`config.mk`:
```
export PLATFORM = sky130hd
export DESIGN_NAME = seg_translator
export DESIGN_NICKNAME = d
export VERILOG_FILES = /design/src/rtl/seg_xlate_pkg.sv /design/src/rtl/seg_desc_table.sv /design/src/rtl/seg_add_check.sv /design/src/rtl/seg_translator.sv
export SDC_FILE = /design/constraint.sdc
export NUM_CORES = 1
export LEC_CHECK = 0
export CAP_MARGIN = 20
export CORE_MARGIN = 2
export CORE_UTILIZATION = 68
export DETAILED_ROUTE_END_ITERATION = 10
export DONT_BUFFER_PORTS = 1
export PLACE_DENSITY = 0.85
export SYNTH_ARGS = -nofsm -noshare
export SYNTH_HDL_FRONTEND = slang
export SYNTH_SLANG_ARGS = --single-unit
```
`constraint.sdc`:
```
create_clock -name clk -period 10.7 [get_ports clk]
set_clock_uncertainty 0.15 [all_clocks]
set_input_delay 3.21 -clock clk [delete_from_list [all_inputs] [get_ports clk]]
set_output_delay 3.21 -clock clk [all_outputs]
set_load 0.02 [all_outputs]
```
`src/rtl/seg_xlate_pkg.sv`:
```
// Package: shared widths and descriptor type for the segment translator.
// Assumes the virtual address is exactly segment index bits plus offset bits.
package seg_xlate_pkg;
    parameter int SEG_W   = 2;
    parameter int OFF_W   = 12;
    parameter int PA_W    = 20;
    localparam int VA_W    = SEG_W + OFF_W;
    localparam int NUM_SEG = 1 << SEG_W;

    typedef struct packed {
        logic             valid;
        logic [PA_W-1:0]  base;
        logic [OFF_W-1:0] limit;
    } seg_desc_t;
endpackage

```
`src/rtl/seg_desc_table.sv`:
```
// Module: seg_desc_table
// Holds one descriptor per segment and offers a combinational read port.
// A write lands at the clock edge only when it is qualified by privilege.
// Assumes: synchronous active-low reset; a read in the same cycle as a write
// returns the contents from before the write.
module seg_desc_table
    import seg_xlate_pkg::*;
(
    input  logic               clk,
    input  logic               rst_n,
    input  logic               wr_req,
    input  logic               wr_priv,
    input  logic [SEG_W-1:0]   wr_idx,
    input  seg_desc_t          wr_desc,
    input  logic [SEG_W-1:0]   rd_idx,
    output seg_desc_t          rd_desc
);
    localparam seg_desc_t DESC_CLEAR = '0;

    seg_desc_t [NUM_SEG-1:0] tbl_q;
    logic                    wr_ok;

    // Only privileged writes reach the storage.
    assign wr_ok = wr_req && wr_priv;

    genvar g;
    generate
        for (g = 0; g < NUM_SEG; g++) begin : g_entry
            // Per-entry register: clear on reset, load on a matching privileged write.
            always_ff @(posedge clk) begin
                if (!rst_n) begin
                    tbl_q[g] <= DESC_CLEAR;
                end else if (wr_ok && (wr_idx == SEG_W'(g))) begin
                    tbl_q[g] <= wr_desc;
                end
            end
        end
    endgenerate

    // Read mux selected by the segment index of the current request.
    assign rd_desc = tbl_q[rd_idx];

    // an unprivileged write must leave every descriptor untouched.
    a_r8_no_write: assert property (@(posedge clk) disable iff (!rst_n)
        (wr_req && !wr_priv) |=> $stable(tbl_q));

    // a privileged write is visible in the addressed entry afterwards.
    a_r7_write_lands: assert property (@(posedge clk) disable iff (!rst_n)
        (wr_req && wr_priv) |=> (tbl_q[$past(wr_idx)] == $past(wr_desc)));
endmodule

```
`src/rtl/seg_add_check.sv`:
```
// Module: seg_add_check
// Computes base + offset and the limit comparison side by side, with no
// dependency between them, so that both settle within a single cycle.
// Assumes: the sum wraps at the physical address width.
module seg_add_check
    import seg_xlate_pkg::*;
(
    input  seg_desc_t          desc,
    input  logic [OFF_W-1:0]   offset,
    output logic [PA_W-1:0]    paddr,
    output logic               allowed
);
    logic in_limit;

    // Adder path: zero-extend the offset and sum; the carry out is dropped.
    always_comb begin
        paddr = desc.base + {{(PA_W-OFF_W){1'b0}}, offset};
    end

    // Compare path: the offset must not exceed the limit, inclusive.
    always_comb begin
        in_limit = (offset <= desc.limit);
        allowed  = desc.valid && in_limit;
    end
endmodule

```
`src/rtl/seg_translator.sv`:
```
// Module: seg_translator (top)
// Splits the virtual address, looks up the segment descriptor, forms the
// physical address and the legality check in parallel, and registers the
// outcome. Also flags unprivileged descriptor writes with a one-cycle pulse.
// Assumes: synchronous active-low reset; one request per cycle at most.
module seg_translator
    import seg_xlate_pkg::*;
(
    input  logic              clk,
    input  logic              rst_n,
    input  logic              req_valid,
    input  logic [VA_W-1:0]   req_vaddr,
    output logic              rsp_valid,
    output logic [PA_W-1:0]   rsp_paddr,
    output logic              rsp_fault,
    input  logic              cfg_we,
    input  logic              cfg_priv,
    input  logic [SEG_W-1:0]  cfg_index,
    input  logic [PA_W-1:0]   cfg_base,
    input  logic [OFF_W-1:0]  cfg_limit,
    input  logic              cfg_valid,
    output logic              priv_fault
);
    logic [SEG_W-1:0] seg_idx;
    logic [OFF_W-1:0] seg_off;
    seg_desc_t        cur_desc;
    seg_desc_t        new_desc;
    logic [PA_W-1:0]  sum_pa;
    logic             legal;

    // Address split: segment index on top, offset below.
    assign seg_idx = req_vaddr[VA_W-1:OFF_W];
    assign seg_off = req_vaddr[OFF_W-1:0];

    // Pack the configuration fields into a descriptor.
    always_comb begin
        new_desc.valid = cfg_valid;
        new_desc.base  = cfg_base;
        new_desc.limit = cfg_limit;
    end

    seg_desc_table u_table (
        .clk     (clk),
        .rst_n   (rst_n),
        .wr_req  (cfg_we),
        .wr_priv (cfg_priv),
        .wr_idx  (cfg_index),
        .wr_desc (new_desc),
        .rd_idx  (seg_idx),
        .rd_desc (cur_desc)
    );

    seg_add_check u_addchk (
        .desc    (cur_desc),
        .offset  (seg_off),
        .paddr   (sum_pa),
        .allowed (legal)
    );

    // Response register: result or fault, one cycle after the request.
    always_ff @(posedge clk) begin
        if (!rst_n) begin
            rsp_valid <= 1'b0;
            rsp_fault <= 1'b0;
            rsp_paddr <= '0;
        end else begin
            rsp_valid <= req_valid && legal;
            rsp_fault <= req_valid && !legal;
            rsp_paddr <= (req_valid && legal) ? sum_pa : '0;
        end
    end

    // Privilege-violation pulse register.
    always_ff @(posedge clk) begin
        if (!rst_n) begin
            priv_fault <= 1'b0;
        end else begin
            priv_fault <= cfg_we && !cfg_priv;
        end
    end

    // success and fault are never raised together.
    a_r6_exclusive: assert property (@(posedge clk) disable iff (!rst_n)
        !(rsp_valid && rsp_fault));

    // every request yields one response in the next cycle.
    a_r6_answered: assert property (@(posedge clk) disable iff (!rst_n)
        req_valid |=> (rsp_valid || rsp_fault));

    // no response appears without a request.
    a_r6_no_spurious: assert property (@(posedge clk) disable iff (!rst_n)
        !req_valid |=> !(rsp_valid || rsp_fault));

    // an unprivileged write is flagged in the following cycle.
    a_r8_priv_pulse: assert property (@(posedge clk) disable iff (!rst_n)
        (cfg_we && !cfg_priv) |=> priv_fault);

    // the address output is quiet whenever no valid result is shown.
    a_r11_paddr_quiet: assert property (@(posedge clk) disable iff (!rst_n)
        !rsp_valid |-> (rsp_paddr == '0));
endmodule

```
# Word-level counts from Yosys, hierarchy flattened
# Cells that the tools add are included.
# op_classes
add_sub_neg,1
n_mul,0
div,0
n_lt_le_gt_ge,2
n_eq_ne,3
shift,0
n_mux,2
bitwise,0
n_reduce_logical,13
# op_table
op,count
binary-select mux 33 bit (select 2 bit),1
two-way mux 33 bit,1
adder 20 x 12 -> 20 bit,1
less-or-equal comparator 12 bit,1
logical AND 1 bit,9
equality test 2 bit (second input constant),2
less-than comparator 2 x 3 -> 1 bit (second input constant),1
equality test 2 x 1 -> 1 bit (second input constant),1
logical NOT 1 bit,2
logical NOT 2 bit,1
AND reduction 2 bit,1
# totals
ff_bits,155
latch_bits,0
ram_bits,0
mem_bits_ro,0
output_inout_bits,23
word_cells,37
n_memories,0

# Logic depth before layout (Yosys ltp)
# Gate-level depths: netlist of the first run.
# logic_depth
depth_word,6
mapped_depth,15
mapped_depth_nobuf,11

# Modules after synthesis
# A second synthesis of the first run with hierarchy kept.
# hier_totals
hier_cells,691
hier_area_um2,7355.8
# by_module_without_submodules
mod,instances,cells_each,area_each_um2,seq_area_each_um2
seg_desc_table,1,507,5660.4,2642.5
seg_add_check,1,132,991.0,0.0
seg_translator,1,52,704.4,460.4

# Worst setup path before layout of the first run
# No wires, ideal clock.
# synth_path
path_type,in2reg
startpoint,in req_vaddr[12]
endpoint,reg rsp_paddr[19]
setup_time_ps,70
t_arrival_ps,5897
slack_ps,4583
cell_stages,12
cell_sequence,buf_6 -> buf_4 -> buf_2 -> mux4_2 -> ha_1 -> nand2_1 -> o211ai_1 -> nand4_1 -> and3b_1 -> clkbuf_1 -> or3_1 -> a21oi_1
# synth_via
elab_chain_cells,6
word_cells_on_any_way,7
cone_classes,add/sub (1); order compare (1); mux (2); reduce/logical (3)
# synth_rtl
element,line,text
start: declaration,seg_translator.sv:12,"input logic [VA_W-1:0] req_vaddr,"
binary-select mux 33 bit (select 2 bit) (*),seg_desc_table.sv:41,assign rd_desc = tbl_q[rd_idx];
two-way mux 33 bit (implied by the code) (*),seg_desc_table.sv:41,
less-or-equal comparator 12 bit,seg_add_check.sv:22,in_limit = (offset <= desc.limit);
logical AND 1 bit,seg_add_check.sv:23,allowed = desc.valid && in_limit;
logical AND 1 bit,seg_translator.sv:69,rsp_paddr <= (req_valid && legal) ? sum_pa : '0;
AND reduction 2 bit (no source line),--,
end signal: assignment,seg_translator.sv:69,
end: declaration,seg_translator.sv:14,"output logic [PA_W-1:0] rsp_paddr,"
# Every way passes the cells marked *; elsewhere a longest branch is shown, timed or not. The select of a mux whose other input is x is not followed.
# A chain may end at the register's enable or synchronous reset.

# Worst setup path in the final report of the first run
# layout_path
startpoint,in req_vaddr[12]
endpoint,reg rsp_paddr[18]
# Same word-level chain as after synthesis.

==> flow_metrics.tcl, run 1 <==
set metrics [dict create \
    multi_input_area_um2 3810 \
    synthCells 807 \
    die_h_um 107 \
    clk_latency_ps 550 \
    die_x_um 107 \
    final_nets 860 \
    maxSlewViolCount 0 \
    rr_endpoint "rsp_paddr[18]" \
    hold_path_end "u_table.tbl_q[71]" \
    worst-setup-path-type "primary input to flip-flop" \
    final_hold_viol_count 0 \
    cap_violations 0 \
    path_max_fanout 33 \
    drt.antenna.violating_nets 0 \
    synth_edf_count 0 \
    coreArea_um2 10300 \
    antenna_found_initial 0 \
    period_minus_slack_ps 5320 \
    slowest_stage "mux4_2" \
    holdPathStages 2 \
    wl_um 18200 \
    fin_setup_tns_ps 0 \
    worstSetupStartpointType "primary input" \
    rsz0062_at_grt "no" \
    clockBufferDepth 2 \
    rows 37 \
    drt-pass1-iter-count 5 \
    pin_count 77 \
    status "finished, final reports clean" \
    postCtsHoldBufs 0 \
    cpPeakStageDelay_ps 500 \
    cts-resized-gates 0 \
    cp_data_required_time_ps 11010 \
    r2r_slack_ps 7770 \
    routabilityCongestion 0.902 \
    fin_util 0.762 \
    grt_pass1_wl_um 29000 \
    tritoncts "yes" \
    ir_worst_vdd_mv 0.0900 \
    dieArea_um2 11400 \
    hpwl_um 10900 \
    place_ws_ps 4980 \
    cts_made_buffers 17 \
    fillers 664 \
    synth_top_cell_by_area "dfxtp_1" \
    h-tree-depth 4 \
    drive_gt1_frac 0.0919 \
    setup_viol 0 \
    p_leak_uw 0.00272 \
    grt_usage 0.330 \
    synthFlopType "dfxtp_1" \
    worst_slew_pin_slew_ps 949 \
    grt_max_degree 136 \
    yosys_warnings 0 \
    drt_iter0_markers 538 \
    power_density_nw_per_um2 167 \
    clockRootBuffer "clkbuf_8" \
    fmax_ghz 0.188 \
    crit_path_end_kind "flip-flop" \
    hold_start "u_table.tbl_q[71]" \
    synth_top_area_frac 0.433 \
    initial_core_util 0.697 \
    synth.distinct_cells 38 \
    antenna_cells 0 \
    synth_nets 886 \
    path_clk_slew_ps 60 \
    max_slew_margin 0.366 \
    area_delta_synth_final_pct 9.25 \
    synth_area_um2 7170 \
    regArea_um2 3100 \
    vias_per_cell 6.28 \
    synth.top_cells.by_area "dfxtp_1 (43%), nand2_1 (15%), a21boi_0 (14%), mux4_2 (9.7%), ha_1 (4.2%)" \
    arrival_ps 5630 \
    wl_per_cell_um 19.6 \
    async_flop_share 0 \
    worst_path_most_repeated_cell "a21oi_1" \
    grt_pass1_vias 6112 \
    path_cells "mux4_2 -> ha_1 -> a21o_1 -> nand4_1 -> a21oi_1 -> o21ai_0 -> or3_1 -> a21oi_1" \
    post-route-drc-count 0 \
    fin_crit_sh 0.497 \
    ys_ff_latch 155 \
    setup_slack_ps 5380 \
    crit_family "compound AO/OA/AOI/OAI gates" \
    cts_sinks 155 \
    ys_seq_area_frac 0.433 \
    hp-class "flip-flop to flip-flop" \
    io_buffer_count 0 \
    rr_startpoint "u_table.tbl_q[113]" \
    synth.avg_cell_area_um2 8.88 \
    post-cts-setup-buffers 0 \
    reg2reg_depth 8 \
    vias 5840 \
    cp_num_buf_inv 0 \
    grt_overflow_total 0 \
]
cell families after synthesis:
family / share of synthesized area
adder cells (fa/ha/maj): 0.0447
AO/OA/AOI/OAI: 0.180
buffers and inverters: 0.0395
XOR/XNOR: 0.0110
flip-flops: 0.433
multiplexers: 0.105
AND/OR/NAND/NOR: 0.187
layout make-up:
| cell class | count | area share |
|---|---|---|
| clock buffer | 22 | 0.0604 |
| timing repair buffer | 5 | 0.00479 |
| sequential | 155 | 0.396 |
| multi-input combinational | 582 | 0.486 |
| clock inverter | 10 | 0.0208 |
| inverter | 20 | 0.00959 |
| tap | 136 | 0.0217 |
sequential cells by signal, indices dropped and copies added (netlist names):
register and flops:
u_table.tbl_q 132, rsp_valid 1, rsp_paddr 20, rsp_fault 1, priv_fault 1
power breakdown:
part	total [uW]	internal (uW)	switching, uW
logic	67.6	32.7	34.8
clock network	643	404	239
registers	594	588	6.29
total	1300	1020	280
synthesized netlist by cell type (all sizes together) (7+ instances only):
library cell and instances:
mux4 33, nor2 18, a21boi 133, ha 24, o21ai 11, nand2 278, buf 8, a21oi 21
clkbuf 42, nor3 7, dfxtp 155, inv 20
tightest hold or removal path, delay by kind of cell (launching register included):
kind / cells / cell delay, ps
flops: 1 / 310
simple gates: 1 / 50
compound gates: 1 / 60
cell usage in the layout, fill, tap and decap left out, drive strengths merged, types with 7 or more instances in the layout:
cell type	synthesis	routed
dfxtp	155	155
nor2	18	18
clkbuf	42	22
a21boi	133	133
mux4	33	33
nor3	7	7
a21oi	21	21
o21ai	11	11
inv	20	20
nand2	278	278
ha	24	24
per-stage QoR:
step / total power (uW) / instances / hold WS (ps) / instance area (um2)
2_1_floorplan: 667 / 807 / 289 / 7170
3_5_place_dp: 673 / 898 / 306 / 7190
3_3_place_gp: 668 / 898 / 295 / 7190
4_1_cts: 1300 / 930 / 314 / 7830
5_1_grt: 1340 / 930 / 336 / 7830
6_report: 1300 / 930 / 312 / 7830
worst max path at each step:
| stage | start | to | slack [ps] | depth (start not counted) |
|---|---|---|---|---|
| floorplan | req_vaddr[12] | rsp_paddr[19] | 4580 | 12 |
| global placement | req_vaddr[12] | rsp_paddr[18] | 5090 | 8 |
| detailed placement | req_vaddr[12] | rsp_paddr[18] | 4980 | 8 |
| CTS | req_vaddr[12] | rsp_paddr[18] | 5460 | 8 |
| global route | req_vaddr[12] | rsp_paddr[11] | 5310 | 11 |
| finish | req_vaddr[12] | rsp_paddr[18] | 5380 | 8 |
metal layers:
layer  GRT usage  part of all wire  up-vias
met5           0                 0        -
met4       0.169             0.029        0
met3      0.0778             0.092       66
met2       0.557              0.50      288
met1       0.394              0.38     2801
li1            -                 -     2685
(Power assumes the default switching activity.)
==> run 2, diff against run 1 <==
--- a/config.mk
+++ b/config.mk
@@ -7,10 +7,10 @@
 export LEC_CHECK = 0
 export CAP_MARGIN = 20
 export CORE_MARGIN = 2
-export CORE_UTILIZATION = 68
+export CORE_UTILIZATION = 57
 export DETAILED_ROUTE_END_ITERATION = 10
 export DONT_BUFFER_PORTS = 1
-export PLACE_DENSITY = 0.85
+export PLACE_DENSITY = 0.76
 export SYNTH_ARGS = -nofsm -noshare
 export SYNTH_HDL_FRONTEND = slang
 export SYNTH_SLANG_ARGS = --single-unit
==> constraint.sdc (replaced) <==
create_clock -name clk -period 4.8 [get_ports clk]
set_clock_uncertainty 0.15 [all_clocks]
set_input_delay 1.44 -clock clk [delete_from_list [all_inputs] [get_ports clk]]
set_output_delay 1.44 -clock clk [all_outputs]
set_load 0.02 [all_outputs]
==> run 2 against run 1 <==
Compared with the run above: clock-buffer cell count decreased by 2; critical path depth is the same; combinational power increased by 120%; clock power is 110% higher; setup slack got worse by 4100 ps; largest cell class unchanged; largest power group unchanged.
==> flow_metrics.tcl, run 2 (synthesis gave the netlist of run 1 again) <==
set metrics [dict create \
    status "finished, final reports clean" \
    dieArea_um2 13500 \
    hp-class "flip-flop to flip-flop" \
    postCtsHoldBufs 0 \
    worst_slew_pin_slew_ps 982 \
    path_clk_slew_ps 60 \
    crit_path_end_kind "flip-flop" \
    drt-pass1-iter-count 7 \
    h-tree-depth 4 \
    p_leak_uw 0.00269 \
    power_uw 2820 \
    tritoncts "yes" \
    largest_register "u_table.tbl_q" \
    r2r_slack_ps 1990 \
    die_h_um 116 \
    max_slew_margin 0.344 \
    antenna_cells 0 \
    grt_max_degree 136 \
    grt_overflow_total 0 \
    io_buffer_count 0 \
    post-route-drc-count 0 \
    final_nets 860 \
    die_x_um 116 \
    crit_start "req_vaddr[12]" \
    setup_viol 0 \
    cap_violations 0 \
    antenna_found_initial 0 \
    largest_register_ffs 132 \
    rsz0062_at_grt "no" \
    vias 5671 \
    cts_made_buffers 17 \
    ir_worst_vdd_mv 0.268 \
    rr_startpoint "u_table.tbl_q[118]" \
    arrival_ps 3740 \
    cts-resized-gates 0 \
    grt_pass1_wl_um 27900 \
    worstSetupStartpointType "primary input" \
    rows 40 \
    period_minus_slack_ps 3530 \
    holdPathStages 2 \
    coreArea_um2 12200 \
    wl_um 17500 \
    hold_start "u_table.tbl_q[3]" \
    fin_crit_sh 0.736 \
    wl_per_cell_um 18.2 \
    power_density_nw_per_um2 360 \
    path_max_fanout 33 \
    cp_data_required_time_ps 5000 \
    fin_setup_tns_ps 0 \
    clockRootBuffer "clkbuf_16" \
    pin_count 77 \
    drt.antenna.violating_nets 0 \
    crit_path_end "rsp_paddr[18]" \
    routabilityCongestion 0.823 \
    area_delta_synth_final_pct 9.11 \
    rr_endpoint "rsp_paddr[18]" \
    fillers 987 \
    drive_gt1_frac 0.0894 \
    clk_latency_ps 440 \
    top_regs "u_table.tbl_q x132, rsp_paddr x20" \
    grt_pass1_vias 5695 \
    vias_per_cell 5.90 \
    initial_core_util 0.589 \
    clockBufferDepth 2 \
    mostFrequentLayoutCells "nand2_1 (278), dfxtp_1 (155), a21boi_0 (133)" \
    post-cts-setup-buffers 0 \
    reg2reg_depth 8 \
    fmax_ghz 0.283 \
    maxSlewViolCount 0 \
    drt_iter0_markers 544 \
    worst-setup-path-type "primary input to flip-flop" \
    final_common_cell "nand2_1" \
    final_area_um2 7820 \
    grt_usage 0.273 \
    final_hold_viol_count 0 \
    hpwl_um 10700 \
    place_area_um2 7230 \
    cts_sinks 155 \
]
==> run 2: power by group <==
group          switching (uW)  internal [uW]
logic                    74.3           73.0
clock network             532            813
registers                12.9           1310
==> run 2: final cells by class <==
| class | count | area [um2] | area share |
|---|---|---|---|
| Clock buffer | 20 | 437 | 0.0558 |
| Tap cell | 168 | 210 | 0.0269 |
| Inverter | 20 | 75.1 | 0.00960 |
| Sequential cell | 155 | 3100 | 0.397 |
| Timing Repair Buffer | 5 | 37.5 | 0.00480 |
| Clock inverter | 12 | 149 | 0.0190 |
| Multi-Input combinational cell | 582 | 3810 | 0.487 |
==> run 2: per-stage QoR <==
stage,hold WS (ps),worst slack (ps),std cells,utilization
floorplan,289,453,807,-
global placement,294,929,930,0.595
detailed placement,304,884,930,0.595
CTS,313,1310,962,0.643
global route,329,1080,962,0.643
finish,311,1270,962,0.643
==> run 2: layer usage <==
layer  global-route usage  up-vias  routed length [um]
li1                     -     2691                   -
met1                0.337     2757                7230
met2                0.448      196                8410
met3               0.0835       27                1530
met4                0.113        0                 292
met5                    0        -                   0
==> run 2: worst min-delay path by stage <==
stage	endpoint	slack, ps
floorplan	u_table.tbl_q[60]	290
global placement	u_table.tbl_q[127]	290
detailed placement	u_table.tbl_q[112]	300
CTS	u_table.tbl_q[112]	310
global route	u_table.tbl_q[78]	330
finish	u_table.tbl_q[3]	310
==> run 2: critical path: stages <==
cell	delay (ps)
mux4_2	470
ha_1	350
a21o_1	160
nand4_1	150
a21oi_1	370
o21ai_0	230
or3_1	400
a21oi_1	150
